### src/rtl/rrs_pkg.sv
package rrs_pkg;
  // Classification of one source lookup
  typedef enum logic [1:0] {
    SRC_READY   = 2'd0,
    SRC_PENDING = 2'd1,
    SRC_FORWARD = 2'd2
  } src_kind_e;
endpackage

### src/rtl/rrs_entry.sv
module rrs_entry #(
  parameter int unsigned DW  = 16,
  parameter int unsigned TW  = 3,
  parameter int unsigned RAW = 3,
  parameter int unsigned IDX = 0
) (
  input  logic           clk,
  input  logic           rst_n,
  input  logic           iss_valid,
  input  logic [RAW-1:0] iss_dst,
  input  logic [TW-1:0]  iss_tag,
  input  logic           bc_valid,
  input  logic [TW-1:0]  bc_tag,
  input  logic [DW-1:0]  bc_data,
  output logic [TW-1:0]  tag_q,
  output logic [DW-1:0]  val_q
);
  localparam logic [RAW-1:0] MY_IDX = RAW'(IDX);

  logic          claim;
  logic          retire;
  logic [TW-1:0] tag_d;
  logic [DW-1:0] val_d;
  logic          tag_en;
  logic          val_en;

  always_comb begin
    claim  = iss_valid && (iss_tag != '0) && (iss_dst == MY_IDX);
    retire = bc_valid && (tag_q != '0) && (tag_q == bc_tag);
    tag_en = claim || retire;
    val_en = retire;
    tag_d  = claim ? iss_tag : '0;
    val_d  = bc_data;
  end

  always_ff @(posedge clk or negedge rst_n) begin
    if (!rst_n) begin
      tag_q <= '0;
      val_q <= '0;
    end else begin
      if (tag_en) tag_q <= tag_d;
      if (val_en) val_q <= val_d;
    end
  end

  assert_issue_records_R3: assert property (@(posedge clk) disable iff (!rst_n)
    (iss_valid && iss_tag != '0 && iss_dst == MY_IDX) |=> (tag_q == $past(iss_tag)));

  assert_status_hold_R3: assert property (@(posedge clk) disable iff (!rst_n)
    (!(iss_valid && iss_tag != '0 && iss_dst == MY_IDX) && !(bc_valid && bc_tag == tag_q))
      |=> $stable(tag_q));

  assert_match_retires_R4: assert property (@(posedge clk) disable iff (!rst_n)
    (bc_valid && tag_q != '0 && bc_tag == tag_q && !(iss_valid && iss_tag != '0 && iss_dst == MY_IDX))
      |=> (tag_q == '0 && val_q == $past(bc_data)));

  assert_stale_no_write_R5: assert property (@(posedge clk) disable iff (!rst_n)
    (!bc_valid || bc_tag != tag_q || tag_q == '0) |=> $stable(val_q));
endmodule

### src/rtl/rrs_lookup.sv
module rrs_lookup
  import rrs_pkg::*;
#(
  parameter int unsigned NREG = 8,
  parameter int unsigned DW   = 16,
  parameter int unsigned TW   = 3,
  parameter int unsigned RAW  = 3
) (
  input  logic                      clk,
  input  logic                      rst_n,
  input  logic [RAW-1:0]            sel,
  input  logic [NREG-1:0][TW-1:0]   tags,
  input  logic [NREG-1:0][DW-1:0]   vals,
  input  logic                      bc_valid,
  input  logic [TW-1:0]             bc_tag,
  input  logic [DW-1:0]             bc_data,
  output logic [DW-1:0]             out_val,
  output logic [TW-1:0]             out_tag
);
  logic [TW-1:0] cur_tag;
  logic [DW-1:0] cur_val;
  src_kind_e     kind;

  always_comb begin
    cur_tag = tags[sel];
    cur_val = vals[sel];
    if (cur_tag == '0)
      kind = SRC_READY;
    else if (bc_valid && bc_tag == cur_tag)
      kind = SRC_FORWARD;
    else
      kind = SRC_PENDING;
  end

  always_comb begin
    unique case (kind)
      SRC_READY:   begin out_val = cur_val; out_tag = '0;      end
      SRC_FORWARD: begin out_val = bc_data; out_tag = '0;      end
      default:     begin out_val = '0;      out_tag = cur_tag; end
    endcase
  end

  assert_pending_hides_value_R2: assert property (@(posedge clk) disable iff (!rst_n)
    (out_tag != '0) |-> (out_val == '0 && out_tag == tags[sel]));

  assert_forward_broadcast_R7: assert property (@(posedge clk) disable iff (!rst_n)
    (bc_valid && bc_tag != '0 && tags[sel] == bc_tag) |-> (out_tag == '0 && out_val == bc_data));

  assert_ready_value_R1: assert property (@(posedge clk) disable iff (!rst_n)
    (tags[sel] == '0) |-> (out_tag == '0 && out_val == vals[sel]));
endmodule

### src/rtl/rename_status_table.sv
module rename_status_table #(
  parameter int unsigned NREG = 8,
  parameter int unsigned DW   = 16,
  parameter int unsigned TW   = 3,
  localparam int unsigned RAW = (NREG > 1) ? $clog2(NREG) : 1
) (
  input  logic           clk,
  input  logic           rst_n,
  input  logic           iss_valid,
  input  logic [RAW-1:0] iss_src_a,
  input  logic [RAW-1:0] iss_src_b,
  input  logic [RAW-1:0] iss_dst,
  input  logic [TW-1:0]  iss_tag,
  input  logic           bc_valid,
  input  logic [TW-1:0]  bc_tag,
  input  logic [DW-1:0]  bc_data,
  output logic [DW-1:0]  src_a_val,
  output logic [TW-1:0]  src_a_tag,
  output logic [DW-1:0]  src_b_val,
  output logic [TW-1:0]  src_b_tag
);
  logic [NREG-1:0][TW-1:0] tag_arr;
  logic [NREG-1:0][DW-1:0] val_arr;

  for (genvar g = 0; g < NREG; g++) begin : g_reg
    rrs_entry #(.DW(DW), .TW(TW), .RAW(RAW), .IDX(g)) u_entry (
      .clk       (clk),
      .rst_n     (rst_n),
      .iss_valid (iss_valid),
      .iss_dst   (iss_dst),
      .iss_tag   (iss_tag),
      .bc_valid  (bc_valid),
      .bc_tag    (bc_tag),
      .bc_data   (bc_data),
      .tag_q     (tag_arr[g]),
      .val_q     (val_arr[g])
    );
  end

  rrs_lookup #(.NREG(NREG), .DW(DW), .TW(TW), .RAW(RAW)) u_look_a (
    .clk      (clk),
    .rst_n    (rst_n),
    .sel      (iss_src_a),
    .tags     (tag_arr),
    .vals     (val_arr),
    .bc_valid (bc_valid),
    .bc_tag   (bc_tag),
    .bc_data  (bc_data),
    .out_val  (src_a_val),
    .out_tag  (src_a_tag)
  );

  rrs_lookup #(.NREG(NREG), .DW(DW), .TW(TW), .RAW(RAW)) u_look_b (
    .clk      (clk),
    .rst_n    (rst_n),
    .sel      (iss_src_b),
    .tags     (tag_arr),
    .vals     (val_arr),
    .bc_valid (bc_valid),
    .bc_tag   (bc_tag),
    .bc_data  (bc_data),
    .out_val  (src_b_val),
    .out_tag  (src_b_tag)
  );

  assert_newest_wins_R6: assert property (@(posedge clk) disable iff (!rst_n)
    (iss_valid && iss_tag != '0 && bc_valid && bc_tag == tag_arr[iss_dst])
      |=> (tag_arr[$past(iss_dst)] == $past(iss_tag)));
endmodule

### config.mk
export PLATFORM = sky130hd
export DESIGN_NAME = rename_status_table
export DESIGN_NICKNAME = d
export VERILOG_FILES = /design/src/rtl/rrs_pkg.sv /design/src/rtl/rrs_entry.sv /design/src/rtl/rrs_lookup.sv /design/src/rtl/rename_status_table.sv
export SDC_FILE = /design/constraint.sdc
export NUM_CORES = 1
export LEC_CHECK = 0
export BUFFER_PORTS_ARGS = -buffer_cell sky130_fd_sc_hd__buf_2
export CAP_MARGIN = 25
export CELL_PAD_IN_SITES_DETAIL_PLACEMENT = 1
export CELL_PAD_IN_SITES_GLOBAL_PLACEMENT = 2
export CORE_MARGIN = 5
export CORE_UTILIZATION = 39
export CTS_CLUSTER_SIZE = 30
export DETAILED_ROUTE_END_ITERATION = 8
export PLACE_DENSITY = 0.87
export REMOVE_ABC_BUFFERS = 1
export SLEW_MARGIN = 10
export SYNTH_ARGS = -nofsm -noshare
export SYNTH_HDL_FRONTEND = slang
export SYNTH_SLANG_ARGS = --single-unit
### constraint.sdc
create_clock -name clk -period 2.2 [get_ports clk]
set_input_delay 0.11 -clock clk [delete_from_list [all_inputs] [get_ports clk]]
set_output_delay 0.11 -clock clk [all_outputs]
set_load 0.005 [all_outputs]
==> results by group, run 1 <==
Run status
  – Status: finished, violations left
  – Failing checks: setup timing

STA
  – Max Clock Freq: 354 MHz
  – RSZ-0062 raised after global routing: yes
  – Final period utilization: 1.29
  – Hold Vio Cnt, Final: 0
  – Layout Skew: 0.00966 ns
  – Final-report setup violation count: 38
  – Worst Max-Slew Pin Slew: 0.619 ns
  – Final Worst Setup Slack: -0.627 ns
  – Fin. max-slew vios: 0
  – Crit path time final: 2.83 ns
  – Hold slack: 0.0808 ns
  – Rel. slew slack: 0.584

Detailed routing
  – DRC: 0
  – Routed WL: 28.1 mm
  – Initial DRT Pass Iterations: 4
  – DR vias/cell: 6.00
  – Post-route ant nets: 0
  – Routed WL per cell: 26.9 µm
  – Initial DRC Count: 299
  – Detailed-route via count: 6259

Yosys
  – Synthesized flop and latch total: 152
  – Cell count after synthesis: 628
  – Syn Area/Cell: 14.2 µm²
  – Yosys warning total: 0
  – Number of synthesized flops with an enable pin: 0
  – Yosys cell types: 42
  – Sequential element share of the synthesized area: 0.428
  – Post-Syn Area: 0.00889 mm²
  – Async SR Flop Fraction: 1.00
  – Synth Flop Type: dfrtp_1

Power and ir drop
  – P per Cell Area: 1280 mW/mm²
  – Lkg Pwr: 4.72 nW
  – Peak VDD IR: 0.762 mV
  – Sequential Power Share: 0.362
  – Internal: 9.41 mW
  – Clock power frac: 0.212
  – Comb pwr share: 0.426
  – Sw Share: 0.344
  – Switching Power: 4.93 mW

GRT
  – Pin count of the biggest net entering global routing: 61
  – Total Routing Usage GR: 0.225
  – Vias in the first global route: 7358
  – Initial antenna violation count: 0
  – Grt ovf: 0
  – First-pass GRT wire length: 44.6 mm

Hold path
  – Hold Path Class: input pin to flip-flop

Clock network
  – Clk sinks: 152
  – Clk Latency, worst-skew pair: 0.43 ns
  – Num CTS Buffers: 17
  – Clock slew at the register clock pins of the worst setup and hold paths: 0.06 ns
  – Clock root cell: clkbuf_16
  – Clock buffer depth: 2
  – H-tree depth: 4
  – CTS tree: built

Layout
  – Fin cells: 1043
  – Ant. Diodes: 0
  – Finished Core Util: 0.495
  – Nets: 781
  – Area Overhead vs Synth: 25.6%
  – Final Cell Area: 0.0112 mm²
  – Share of cells above drive strength 1: 0.592

Placement
  – Post-Place Cells: 1005
  – # port buffers: 72
  – Place WS: -0.268 ns
  – GPL Wtd Cong: 0.864
  – Placed wire-length estimate: 19.0 mm
  – Placed cell areas: 0.0102 mm²

Die
  – Initial Util: 0.394
  – Rows: 55
  – Chip Width: 161 µm
  – # IOs: 73
  – Core ar.: 0.0226 mm²
  – Die area: 0.0259 mm²
  – Chip height: 161 µm

Critical path
  – CP cell instances: mux4_2, mux2i_2, nand4_1, a211o_1, a21oi_4, buf_12, o2bb2ai_4, buf_2
  – Element type at the critical path start: flip-flop
  – Critical path type: flip-flop to primary output
  – CP max FO: 7
  – Crit path required time: 2.09 ns
  – Endpoint class of the critical path: primary output
  – Critical-path top delay cell: mux4_2
  – Crit path DAT: 2.72 ns
  – Worst path max stage delay: 0.50 ns

Job
  – Max-cap violation count: 0
## worst max-delay path, delay by kind of cell, from the launching register on
kind                   cells  cell delay (ns)
AO/OA/AOI/OAI              3             0.69
flip-flops                 1             0.40
AND/OR/NAND/NOR            1             0.14
buffers and inverters      2             0.32
multiplexers               2             0.73
## synthesized netlist by cell type, types with 3 or more instances
master	number	share of area
dfrtp_1	152	0.43
mux2_2	131	0.17
mux4_2	71	0.18
mux2i_1	39	0.044
o2bb2ai_1	30	0.030
a22o_1	24	0.024
nor2_1	24	0.010
clkbuf_1	21	0.0089
buf_1	19	0.0080
xor2_1	17	0.017
buf_2	15	0.0084
inv_1	11	0.0046
o21ai_0	9	0.0051
a2111oi_2	8	0.014
o21bai_1	8	0.0068
nand2_1	5	0.0021
nor2b_1	5	0.0035
nand3_1	4	0.0023
xnor2_1	4	0.0039
buf_6	3	0.0038
## stage by stage
step | power (mW) | setup TNS, ns
3_3_place_gp | 10.2 | -3.99
2_1_floorplan | 8.31 | -21.95
3_5_place_dp | 10.8 | -6.66
5_1_grt | 15.1 | -23.69
6_report | 14.3 | -20.84
4_1_cts | 14.3 | -20.52
## worst paths after layout
kind,from,to,slack (ns),cells past startpoint
setup reg to reg,g_reg[5].u_entry.tag_q[2]$_DFFE_PN0P_,g_reg[5].u_entry.val_q[12]$_DFFE_PN0P_,0.13,7
hold / removal,bc_data[14],g_reg[3].u_entry.val_q[14]$_DFFE_PN0P_,0.08,2
setup / recovery,g_reg[7].u_entry.tag_q[1]$_DFFE_PN0P_,src_a_val[15],-0.63,8
max in group asynchronous,rst_n,g_reg[0].u_entry.val_q[0]$_DFFE_PN0P_,1.16,3
hold reg to reg,g_reg[0].u_entry.val_q[9]$_DFFE_PN0P_,g_reg[0].u_entry.val_q[9]$_DFFE_PN0P_,0.53,1
min in group asynchronous,rst_n,g_reg[4].u_entry.tag_q[2]$_DFFE_PN0P_,0.23,2
## cell usage in the layout, fill, tap and decap left out, types with 10 or more instances in the layout
master / synthesis / routed
mux2_2: 131 / 130
mux2i_1: 39 / 39
buf_4: 1 / 70
a22o_1: 24 / 24
o2bb2ai_2: 0 / 26
nor2_1: 24 / 22
xor2_1: 17 / 17
buf_12: 1 / 11
mux4_2: 71 / 72
clkbuf_16: 0 / 17
inv_1: 11 / 10
dfrtp_1: 152 / 152
buf_2: 15 / 72
## per-layer routing
layer  wire [µm]  vias up  GRT usage
li1            -     2679          -
met1       11300     3362      0.278
met2       14700      163      0.397
met3        1270       55     0.0393
met4         826        0     0.0799
met5           0        -          0
## area by class of cell
type,count,area (µm²)
fillers,2219,11400
multi-input cells,405,5190
flip-flops and latches,152,3800
repair buffers,159,1180
clock buffers,19,433
well taps,285,357
clock inverters,12,165
inverters,11,41.3
## registers in the layout, indices dropped and copies added, names as in the netlist
signal and flops:
g.u_entry.val_q 128, g.u_entry.tag_q 24
## power groups by stage
| stage | combinational (mW) | clock (mW) | sequential (mW) |
|---|---|---|---|
| 6_report | 6.11 | 3.04 | 5.19 |
| 5_1_grt | 6.52 | 3.21 | 5.36 |
| 4_1_cts | 6.02 | 3.08 | 5.18 |
| 3_5_place_dp | 5.57 | 0 | 5.19 |
| 3_3_place_gp | 5.32 | 0 | 4.93 |
| 2_1_floorplan | 3.47 | 0 | 4.84 |
## cell families (layout without fill, tap and decap cells)
| group | Yosys count | after routing | share of synthesized area |
|---|---|---|---|
| mux | 244 | 244 | 0.397 |
| flops | 152 | 152 | 0.428 |
| compound gates | 90 | 90 | 0.0901 |
| buf+inv | 71 | 201 | 0.0369 |
| simple gates | 50 | 50 | 0.0276 |
| xor+xnor | 21 | 21 | 0.0207 |
## what timing repair did
action                                  in CTS  in global routing
pin swaps                                    6                  3
endpoints found under the hold margin       56                  0
gates resized for setup                     50                 15
endpoints found under the setup margin      38                 38
gates cloned                                 1                  0
hold buffers                                 1                  0
setup buffers                                5                  0
(Power assumes the default switching activity.)
==> inputs of run 2 (changes only) <==
SETUP_SLACK_MARGIN = 0.02   (was not set)
SKIP_LAST_GASP = 1   (was not set)
==> run 2 against run 1 <==
  * The flow still finishes with violations (setup timing)
  * Non-clock buffer count stayed put
  * Combinational power hardly changed
  * Global-route usage did not move
  * Critical path type unchanged
  * Critical endpoint unchanged
  * Largest power group unchanged
==> results by group, run 2 (synthesis results as in run 1) <==
Critical path
  – CP max FO: 7 (unchanged)
  – Element type at the critical path start: flip-flop (unchanged)
  – Crit path required time: 2.09 ns (about the same)
  – Critical-path top delay cell: mux4_2 (unchanged)
  – Worst Path Buf+Inv: 2 (unchanged)
  – CP cell instances: mux4_2, mux2i_2, nand4_1, a211o_1, a21oi_4, buf_12, o2bb2ai_4, buf_2 (unchanged)
  – CP delay by family, top: multiplexers (unchanged)
  – Critical path type: flip-flop to primary output (unchanged)
  – Crit path DAT: 2.72 ns (about the same)
  – Endpoint class of the critical path: primary output (unchanged)
  – RR Startpoint: g_reg[5].u_entry.tag_q[2]$_DFFE_PN0P_ (unchanged)
  – CP Launch Point: g_reg[7].u_entry.tag_q[1]$_DFFE_PN0P_ (unchanged)
  – Worst path max stage delay: 0.50 ns (about the same)

GRT
  – Initial antenna violation count: 0 (unchanged)
  – Grt ovf: 0 (unchanged)
  – Pin count of the biggest net entering global routing: 61 (unchanged)
  – First-pass GRT wire length: 44.6 mm (unchanged)
  – Total Routing Usage GR: 0.225 (unchanged)
  – Vias in the first global route: 7358 (unchanged)

Layout
  – Most frequent cells in the layout: dfrtp_1, mux2_2, mux4_2, buf_2, buf_4 (unchanged)
  – Top reg by flops: g.u_entry.val_q (unchanged)
  – Area of the multi-input gates: 0.00516 mm² (was 0.00519 mm²)
  – Max reg flops: 128 (unchanged)
  – Biggest regs: g.u_entry.val_q: 128 flops, g.u_entry.tag_q: 24 flops (unchanged)
  – Fillers: 2223 (was 2219)
  – Finished Core Util: 0.493 (was 0.495)
  – FF+latch area: 0.00380 mm² (unchanged)
  – Most common cell after layout, fill and taps aside: dfrtp_1 (unchanged)
  – Fin cells: 1043 (unchanged)
  – Ant. Diodes: 0 (unchanged)
  – Area Overhead vs Synth: 25.3% (was 25.6%)
  – Nets: 781 (unchanged)
  – Share of cells above drive strength 1: 0.586 (was 0.592)
  – Final Cell Area: 0.0111 mm² (was 0.0112 mm²)

Placement
  – GPL Wtd Cong: 0.864 (unchanged)
  – Place WS: -0.268 ns (unchanged)
  – Placed wire-length estimate: 19.0 mm (unchanged)
  – # port buffers: 72 (unchanged)
  – Post-Place Cells: 1005 (unchanged)
  – Placed cell areas: 0.0102 mm² (unchanged)

Clock network
  – H-tree depth: 4 (unchanged)
  – Clk sinks: 152 (unchanged)
  – CTS tree: built (unchanged)
  – Clock root cell: clkbuf_16 (unchanged)
  – Num CTS Buffers: 17 (unchanged)
  – Clock slew at the register clock pins of the worst setup and hold paths: 0.06 ns (about the same)
  – Clk Latency, worst-skew pair: 0.43 ns (about the same)
  – Clock buffer depth: 2 (unchanged)

Die
  – Core ar.: 0.0226 mm² (unchanged)
  – Chip Width: 161 µm (unchanged)
  – # IOs: 73 (unchanged)
  – Rows: 55 (unchanged)
  – Initial Util: 0.394 (unchanged)
  – Chip height: 161 µm (unchanged)
  – Die area: 0.0259 mm² (unchanged)

Detailed routing
  – Post-route ant nets: 0 (unchanged)
  – Initial DRC Count: 331 (was 299)
  – Routed WL per cell: 27.0 µm (was 26.9 µm)
  – Initial DRT Pass Iterations: 5 (was 4)
  – Routed WL: 28.2 mm (was 28.1 mm)
  – DRC: 0 (unchanged)
  – DR vias/cell: 6.04 (was 6.00)
  – Detailed-route via count: 6300 (was 6259)

STA
  – Hold Vio Cnt, Final: 0 (unchanged)
  – Rel. slew slack: 0.590 (was 0.584)
  – RSZ-0062 raised after global routing: yes (unchanged)
  – Hold slack: 0.0747 ns (was 0.0808 ns)
  – Final period utilization: 1.28 (was 1.29)
  – Final-report setup violation count: 38 (unchanged)
  – Final Worst Setup Slack: -0.627 ns (about the same)
  – Fin. max-slew vios: 0 (unchanged)
  – Max Clock Freq: 354 MHz (about the same)
  – Setup TNS: -20.76 ns (was -20.84 ns)
  – Crit path time final: 2.83 ns (about the same)
  – Worst Max-Slew Pin Slew: 0.615 ns (was 0.619 ns)
  – Layout Skew: 0.00910 ns (was 0.00966 ns)

Power and ir drop
  – Total chip power: 14.3 mW (about the same)
  – P per Cell Area: 1290 mW/mm² (was 1280 mW/mm²)
  – Peak VDD IR: 0.763 mV (was 0.762 mV)
  – Lkg Pwr: 4.71 nW (was 4.72 nW)

Hold path
  – Hold Path Class: input pin to flip-flop (unchanged)
  – Hold_sp: bc_data[6] (was bc_data[14])

Job
  – Max-cap violation count: 0 (unchanged)

Run status
  – Status: finished, violations left (unchanged)
  – Failing checks: setup timing (unchanged)
[run 2: cell counts in the layout (fill, tap and decap cells not counted)]
No cell type changed its count.
[run 2: path summary, 6_finish.rpt]
| check | slack, ns | to | depth (start not counted) |
|---|---|---|---|
| max in group asynchronous | 1.17 | g_reg[0].u_entry.val_q[0]$_DFFE_PN0P_ | 3 |
| max reg2reg | 0.13 | g_reg[5].u_entry.val_q[12]$_DFFE_PN0P_ | 7 |
| min | 0.07 | g_reg[1].u_entry.val_q[6]$_DFFE_PN0P_ | 2 |
| min reg2reg | 0.53 | g_reg[0].u_entry.val_q[9]$_DFFE_PN0P_ | 1 |
| max | -0.63 | src_a_val[15] | 8 |
| min in group asynchronous | 0.22 | g_reg[4].u_entry.tag_q[2]$_DFFE_PN0P_ | 2 |
[run 2: area by class of cell]
type / count / area share
timing repair buffer: 159 / 0.106
clock inverter: 12 / 0.0148
tap: 285 / 0.0320
sequential: 152 / 0.342
inverter: 11 / 0.00371
clock buffer: 19 / 0.0389
multi-input combinational: 405 / 0.463
[run 2: power by group]
group / total, mW / switching [mW] / internal [mW]
logic: 6.08 / 2.61 / 3.47
clock network: 3.05 / 1.26 / 1.80
registers: 5.19 / 1.05 / 4.14
[run 2: layer usage]
| metal | up-vias | wire length (µm) | global-route usage | share of wire |
|---|---|---|---|---|
| li1 | 2676 | - | - | - |
| met2 | 173 | 14700 | 0.397 | 0.52 |
| met1 | 3403 | 11400 | 0.278 | 0.41 |
| met3 | 48 | 1280 | 0.0393 | 0.045 |
| met4 | 0 | 738 | 0.0799 | 0.026 |
| met5 | - | 0 | 0 | 0 |
[run 2: what timing repair did]
item / CTS / global route
gates resized for setup: 49 / 11
hold buffers: 1 / 0
gates cloned: 1 / 0
buffers inserted: 5 / 0
hold endpoints to repair: 56 / 0
setup endpoints to repair: 38 / 38
pin swaps: 6 / 3
